===== config.mk =====
export PLATFORM = sky130hd
export DESIGN_NAME = phy_rst_lock_seq
export DESIGN_NICKNAME = d
export VERILOG_FILES = /design/src/rtl/phy_rst_lock_seq.sv
export SDC_FILE = /design/constraint.sdc
export NUM_CORES = 1
export LEC_CHECK = 0
export BUFFER_PORTS_ARGS = -buffer_cell sky130_fd_sc_hd__buf_2
export CORE_UTILIZATION = 35
export CTS_CLUSTER_DIAMETER = 200
export DETAILED_ROUTE_END_ITERATION = 8
export MAX_ROUTING_LAYER = met4
export SLEW_MARGIN = 20
export SYNTH_ARGS = -nofsm -noshare
export SYNTH_HDL_FRONTEND = slang
export SYNTH_SLANG_ARGS = --single-unit
export TNS_END_PERCENT = 5

===== constraint.sdc =====
create_clock -name clk -period 1.9 [get_ports clk]
set_clock_uncertainty 0.1 [all_clocks]
set_input_delay 0.095 -clock clk [delete_from_list [all_inputs] [get_ports clk]]
set_output_delay 0.095 -clock clk [all_outputs]
set_load 0.03 [all_outputs]

===== src/rtl/phy_rst_lock_seq.sv =====
module phy_rst_lock_seq #(
  parameter int POLL_DELAY = 64,
  parameter int POLL_LIMIT = 10,
  parameter int DW         = 16,
  localparam int PW        = $clog2(POLL_LIMIT + 1),
  localparam int CW        = (POLL_DELAY > 1) ? $clog2(POLL_DELAY) : 1
) (
  input  logic          clk,
  input  logic          rst_n,
  input  logic          start,
  output logic          busy,
  output logic          cmd_valid,
  output logic [1:0]    cmd_op,
  output logic [DW-1:0] cmd_data,
  input  logic          rsp_done,
  input  logic          rsp_err,
  input  logic [DW-1:0] rsp_data,
  output logic          done,
  output logic          fail,
  output logic          timeout,
  output logic [PW-1:0] polls
);

  localparam logic [1:0]    OP_ADDR  = 2'd0;
  localparam logic [1:0]    OP_WR    = 2'd1;
  localparam logic [1:0]    OP_RD    = 2'd2;
  localparam logic [DW-1:0] REG_RST  = DW'(16'h7F3F);
  localparam logic [DW-1:0] REG_STAT = DW'(16'h2003);
  localparam logic [DW-1:0] VAL_RST  = DW'(1);

  typedef enum logic [2:0] {S_IDLE, S_RA, S_RW, S_DLY, S_PA, S_PR} st_t;

  st_t           st;
  logic          pend;
  logic [CW-1:0] dcnt;

  wire in_cmd = (st == S_RA) || (st == S_RW) || (st == S_PA) || (st == S_PR);

  assign busy      = (st != S_IDLE);
  assign cmd_valid = in_cmd && !pend;
  assign cmd_op    = (st == S_RW) ? OP_WR : (st == S_PR) ? OP_RD : OP_ADDR;
  assign cmd_data  = (st == S_RW) ? VAL_RST : (st == S_RA) ? REG_RST : REG_STAT;

  always_ff @(posedge clk) begin
    if (!rst_n) begin
      st <= S_IDLE; pend <= 1'b0; dcnt <= '0; polls <= '0;
      done <= 1'b0; fail <= 1'b0; timeout <= 1'b0;
    end else begin
      done <= 1'b0; fail <= 1'b0; timeout <= 1'b0;
      case (st)
        S_IDLE: if (start) begin
          st <= S_RA; pend <= 1'b0; polls <= '0;
        end
        S_DLY: begin
          if (dcnt == CW'(POLL_DELAY - 1)) begin
            st <= S_PA; polls <= polls + 1'b1;
          end else dcnt <= dcnt + 1'b1;
        end
        default: begin
          if (!pend) pend <= 1'b1;
          else if (rsp_done) begin
            pend <= 1'b0;
            if (rsp_err) begin
              fail <= 1'b1; st <= S_IDLE;
            end else begin
              case (st)
                S_RA: st <= S_RW;
                S_RW: begin st <= S_DLY; dcnt <= '0; end
                S_PA: st <= S_PR;
                default: begin
                  if (rsp_data[1]) begin
                    done <= 1'b1; st <= S_IDLE;
                  end else if (polls == PW'(POLL_LIMIT)) begin
                    fail <= 1'b1; timeout <= 1'b1; st <= S_IDLE;
                  end else begin
                    st <= S_DLY; dcnt <= '0;
                  end
                end
              endcase
            end
          end
        end
      endcase
    end
  end

  assert_write_value_R1: assert property (@(posedge clk) disable iff (!rst_n)
    cmd_valid && cmd_op == OP_WR |-> cmd_data == VAL_RST);
  assert_addr_legal_R2: assert property (@(posedge clk) disable iff (!rst_n)
    cmd_valid && cmd_op == OP_ADDR |-> cmd_data == REG_RST || cmd_data == REG_STAT);
  assert_poll_bound_R4: assert property (@(posedge clk) disable iff (!rst_n)
    polls <= PW'(POLL_LIMIT));
  assert_timeout_at_limit_R5: assert property (@(posedge clk) disable iff (!rst_n)
    timeout |-> fail && polls == PW'(POLL_LIMIT));
  assert_outcome_exclusive_R7: assert property (@(posedge clk) disable iff (!rst_n)
    !(done && fail));
  assert_outcome_idle_R7: assert property (@(posedge clk) disable iff (!rst_n)
    (done || fail) |-> !busy);
  assert_done_pulse_R7: assert property (@(posedge clk) disable iff (!rst_n)
    done |=> !done);
  assert_cmd_pulse_R10: assert property (@(posedge clk) disable iff (!rst_n)
    cmd_valid |=> !cmd_valid);

endmodule


==> results of run 1 <==
==> layer usage <==
metal,up-vias,wire length [µm]
li1,503,-
met1,426,1080
met2,27,951
met3,2,117
met4,0,18
met5,-,0
==> sequential cells by signal, summed over array words and instances, names as in the netlist <==
signal and cells:
dcnt 6, done 1, fail 1, pend 1, polls 4, st 3
timeout 1
==> through the flow <==
step                worst slack (ns)  total power, µW  hold WS, ns  util, %
global route                  0.0185              941       0.0326     43.9
finish                         0.125              886       0.0318     43.9
global placement               0.178              687        0.291     41.7
floorplan                     0.0518              659        0.146        -
detailed placement             0.144              691        0.300     41.7
CTS                          0.00824              899       0.0143     43.7
==> cell usage after synthesis, drive strengths merged (2+ instances only) <==
master and count:
buf 17, inv 5, xnor2 3, a211oi 2, o2bb2ai 2, nor4 3
mux2i 2, conb 2, nor2 15, and3 3, o21ai 4, nand2 11
a21oi 4, ha 3, dfxtp 17, nand4b 2, or3 3, nand2b 2
nor3b 3, nand3 6, o21a 3, nor3 3, xor2 2, a31oi 2
==> power groups by stage <==
stage          Clock [µW]  Combinational (µW)  Sequential [µW]
4_1_cts               212                 310              378
3_5_place_dp            0                 304              386
6_report              197                 311              378
5_1_grt               224                 337              380
2_1_floorplan           0                 276              383
3_3_place_gp            0                 302              385
==> cells in the final DEF, fill, tap and decap left out, types with 2 or more instances in the layout <==
master / Yosys / final
dlygate4sd3_1: 0 / 3
dfxtp_1: 17 / 17
a31oi_1: 2 / 2
nand2b_1: 2 / 2
nand3_1: 6 / 6
conb_1: 2 / 4
xor2_1: 2 / 2
nand4b_1: 2 / 2
or3_1: 3 / 2
ha_1: 3 / 3
buf_4: 14 / 6
nor2_1: 15 / 14
nor3_1: 3 / 3
o21ai_0: 3 / 3
nor3b_1: 3 / 3
a21oi_1: 4 / 4
inv_1: 5 / 5
mux2i_1: 2 / 2
buf_2: 3 / 28
xnor2_1: 3 / 3
o2bb2ai_1: 2 / 2
nand2_1: 11 / 11
and3_1: 3 / 3
nor4_1: 3 / 3
clkbuf_4: 0 / 3
o21a_1: 3 / 3
==> critical path, stage by stage, from the launching register on <==
cell	delay [ns]
dfxtp_1	0.40
ha_1	0.23
and3_1	0.23
a31oi_1	0.11
a211oi_2	0.43
mux2_2	0.24
==> area by class of cell <==
cell class                      count  area, µm²
Timing Repair Buffer               37        215
Sequential cell                    17        340
Inverter                            5       18.8
Multi-Input combinational cell     94        603
Fill cell                         281       1590
Clock buffer                        4       26.3
Tap cell                           31       38.8
==> final timing paths <==
check	from	end	cells past startpoint
worst min register to register	dcnt[3]$_SDFFE_PN0P_	dcnt[3]$_SDFFE_PN0P_	1
worst max-delay path	dcnt[0]$_SDFFE_PN0P_	dcnt[0]$_SDFFE_PN0P_	5
worst min-delay path	rsp_err	fail$_SDFF_PP0_	3
worst max register to register	dcnt[0]$_SDFFE_PN0P_	dcnt[0]$_SDFFE_PN0P_	5
==> logic make-up (layout without fill, tap and decap cells) <==
group	count (synthesis)	in the layout	synth area share [%]
mux	3	3	2.92
simple gates	55	55	27.7
buf+inv	23	46	13.3
fa+ha+maj	3	3	3.51
other cells	2	4	0.701
flops	17	17	31.8
xor+xnor	5	5	4.09
compound gates	24	24	16.0
==> what timing repair did <==
action / CTS / global route
hold endpoints to repair: 4 / 0
resized for setup: 0 / 2
hold buffers: 3 / 0
buffers inserted: 0 / 0
endpoints found under the setup margin: 0 / 11
==> results.txt, run 1 <==
TritonCTS Buffers: 3
first-pass GRT wire length: 3.66 mm
Tmin final: 1.78 ns
failing checks: design-rule violations
Yosys top cell by area: dfxtp_1
Pwr Density: 713 nW/µm²
async set or reset register ratio after synthesis: 0%
Die Ht: 57.3 µm
Die W: 57.3 µm
flop-to-flop setup slack: 0.12 ns
#FFs+latches synth: 17
routed len/inst: 11.5 µm
final WL: 2.17 mm
Initial Util: 37.9%
WP data arrival: 1.92 ns
top-area cell type share of the netlist area: 31.8%
Fin Setup TNS: 0 ns
Setup violations, final: 0
PortBufs: 28
HPWL after DPL: 1.65 mm
Hold Path Class: in -> reg
met2 Usage GRT: 24.7%
Area Growth Syn to Fin: 16.0%
IO Pins: 48
top post-synthesis cells by area: dfxtp_1 32%, buf_4 9.8%, nor2_1 5.3%, nand2_1 3.9%, ha_1 3.5%
CTS tree: built
Synth Flop Type: dfxtp_1
worst skew pair latency: 0.29 ns
number of synthesized flops with an enable pin: 0
met3 Usage GRT: 4.54%
warnings from Yosys: 0
placed cells: 181
initial DRC count: 30
Net Switching: 345 µW
Highest Clock Rate: 0.563 GHz
fin nets: 182
Syn Inst Count: 132
GRT Residual Overflow: 0
vias in the first global route: 837
Netlist cell types: 40
Seq pwr share: 42.6%
Setup crit start kind: register
Internal: 541 µW
Hold Vio Cnt, Final: 0
Leakage: 0.000581 µW
# Max-Cap Violations: 0
Avg Cell Area, Syn: 8.11 µm²
via count: 958
largest net degree at the start of global routing: 13
critical path class: reg -> reg
drc violations: 5
Cell Area, Placed: 1180 µm²
Inserted Diodes: 0
layout cells sized above 1: 26.8%
post-synthesis sequential area ratio: 31.8%
Final Max Slew Viols: 0
core area: 2830 µm²
Pre-antenna DRT Iters: 7
# rows: 19
clock root buffer: clkbuf_4
post-route cell area: 1240 µm²
clk buf depth: 2
initial antenna violation count: 0
vias per inst: 5.10
post-route clock period utilization: 93.4%
antenna-violating nets left: 0
Comb power frac: 35.1%
die footprint: 3290 µm²
# clock sinks: 17
synthesized area: 1070 µm²
H-tree Lvls: 1
grt met1 use: 16.9%
Clock power frac: 22.3%
GR peak layer: met2
RSZ-0062 raised after global routing: no
non-filler cells, final: 188
critical path data required time: 2.05 ns
Peak VDD IR: 0.328 mV
sw frac: 38.9%
routability cong.: 0.790
status: finished, violations left
Reg clk slew, reported paths: 0.10 ns
crit-path max FO: 6
GRT Util Overall: 14.8%
element type at the critical path end: register
Note: power is estimated with default switching activity, not from simulation.
==> inputs of run 2 (changes only) <==
Settings changed: CELL_PAD_IN_SITES_DETAIL_PLACEMENT from default to 1, CELL_PAD_IN_SITES_GLOBAL_PLACEMENT from default to 1, CORE_MARGIN from default to 1.5, CORE_UTILIZATION 35 to 32, PLACE_DENSITY from default to 0.78.
==> results.txt, run 2 (synthesized netlist as in run 1, its figures left out) <==
vias in the first global route: 985
clock root buffer: clkbuf_4
IO Pins: 48
GRT Residual Overflow: 0
routed len/inst: 13.1 µm
die footprint: 3700 µm²
RSZ-0062 raised after global routing: no
critical path class: reg -> reg
post-route clock period utilization: 92.5%
fin nets: 183
H-tree Lvls: 1
crit-path max FO: 7
Peak VDD IR: 0.236 mV
Setup violations, final: 0
core area: 3130 µm²
antenna-violating nets left: 0
initial DRC count: 15
via count: 1025
Die Ht: 60.9 µm
final WL: 2.65 mm
# Post-CTS Setup Buffers: 0
commonest cells after routing, fill and taps aside: 28 x buf_2, 16 x dfxtp_1, 14 x nor2_1
critical path data required time: 2.00 ns
most common cell after layout, fill and taps aside: buf_2
worst skew pair latency: 0.30 ns
element type at the critical path end: register
number of flip-flops in the largest register: 6
CTS tree: built
TritonCTS Buffers: 3
Setup crit start kind: register
GRT Util Overall: 16.6%
Largest regs: dcnt x6, polls x4, st x3
status: finished, final reports clean
Hold Path Class: in -> reg
# rows: 20
Final Max Slew Viols: 0
Reg clk slew, reported paths: 0.11 ns
# Max-Cap Violations: 0
Die W: 60.9 µm
Hold Vio Cnt, Final: 0
Pwr Density: 710 nW/µm²
initial antenna violation count: 0
Highest Clock Rate: 0.569 GHz
vias per inst: 5.07
Fin Setup TNS: 0 ns
Leakage: 0.000591 µW
largest net degree at the start of global routing: 13
clk buf depth: 2
Pre-antenna DRT Iters: 4
layout cells sized above 1: 29.7%
HPWL after DPL: 2.11 mm
Initial Util: 34.2%
drc violations: 0
PortBufs: 28
Inserted Diodes: 0
routability cong.: 0.821
WP data arrival: 1.86 ns
Area Growth Syn to Fin: 18.5%
final design utilization: 40.6%
first-pass GRT wire length: 4.42 mm
Tmin final: 1.76 ns
total power draw: 901 µW
# clock sinks: 17
Biggest register: dcnt
==> run 2: changes by cell type in the layout (fill, tap and decap cells not counted) <==
cell / before / now
dfxtp_2: 0 / 1
nor2_4: 0 / 1
nor2_2: 1 / 0
dfxtp_1: 17 / 16
buf_4: 6 / 9
dlygate4sd3_1: 3 / 1
clkinv_2: 0 / 1
clkbuf_1: 1 / 0
==> run 2: critical path, cell delays in order, from the launching register on <==
cell	delay [ns]
dfxtp_1	0.39
or4b_1	0.54
o21ai_1	0.18
a211oi_2	0.10
a221o_1	0.36
==> run 2: metal layers <==
metal,GRT usage (%),routed length (µm),vias up
met4,6.83,31,0
li1,-,-,501
met3,3.41,115,4
met5,-,0,-
met2,27.3,1300,29
met1,19.6,1200,491
==> run 2: through the flow <==
step	setup slack [ns]	hold slack, ns	area [µm²]	instances
CTS	0.0662	0.0156	1260	202
detailed placement	0.138	0.303	1220	197
floorplan	0.0518	0.146	1080	134
finish	0.143	0.0255	1270	202
global route	0.00664	0.0133	1270	202
global placement	0.184	0.288	1220	197
==> run 2: worst paths after layout <==
| kind | start | to | slack, ns | cells past startpoint |
|---|---|---|---|---|
| setup / recovery | st[2]$_SDFFE_PN0P_ | dcnt[5]$_SDFFE_PN0P_ | 0.14 | 4 |
| hold / removal | rsp_done | fail$_SDFF_PP0_ | 0.03 | 3 |
| setup reg to reg | st[2]$_SDFFE_PN0P_ | dcnt[5]$_SDFFE_PN0P_ | 0.14 | 4 |
| hold reg to reg | st[0]$_SDFFE_PN0P_ | st[0]$_SDFFE_PN0P_ | 0.43 | 2 |
==> run 2: power breakdown <==
group	internal, µW	switching, µW
Sequential	366	14.7
Combinational	91.9	226
Clock	78.5	124
Total	536	365
==> run 2: repair_timing <==
action / 4_1_cts / 5_1_grt
endpoints found under the hold margin: 2 / 0
gates resized for setup: 1 / 3
hold buffers: 1 / 0
setup endpoints to repair: 10 / 14
pin swaps: 0 / 1
==> run 2: area by class of cell <==
type | count | area, µm²
repair buffers | 38 | 218
inverters | 5 | 18.8
clock buffers | 3 | 22.5
clock inverters | 1 | 5.00
fillers | 389 | 1860
well taps | 44 | 55.1
multi-input cells | 94 | 608
flip-flops and latches | 17 | 342
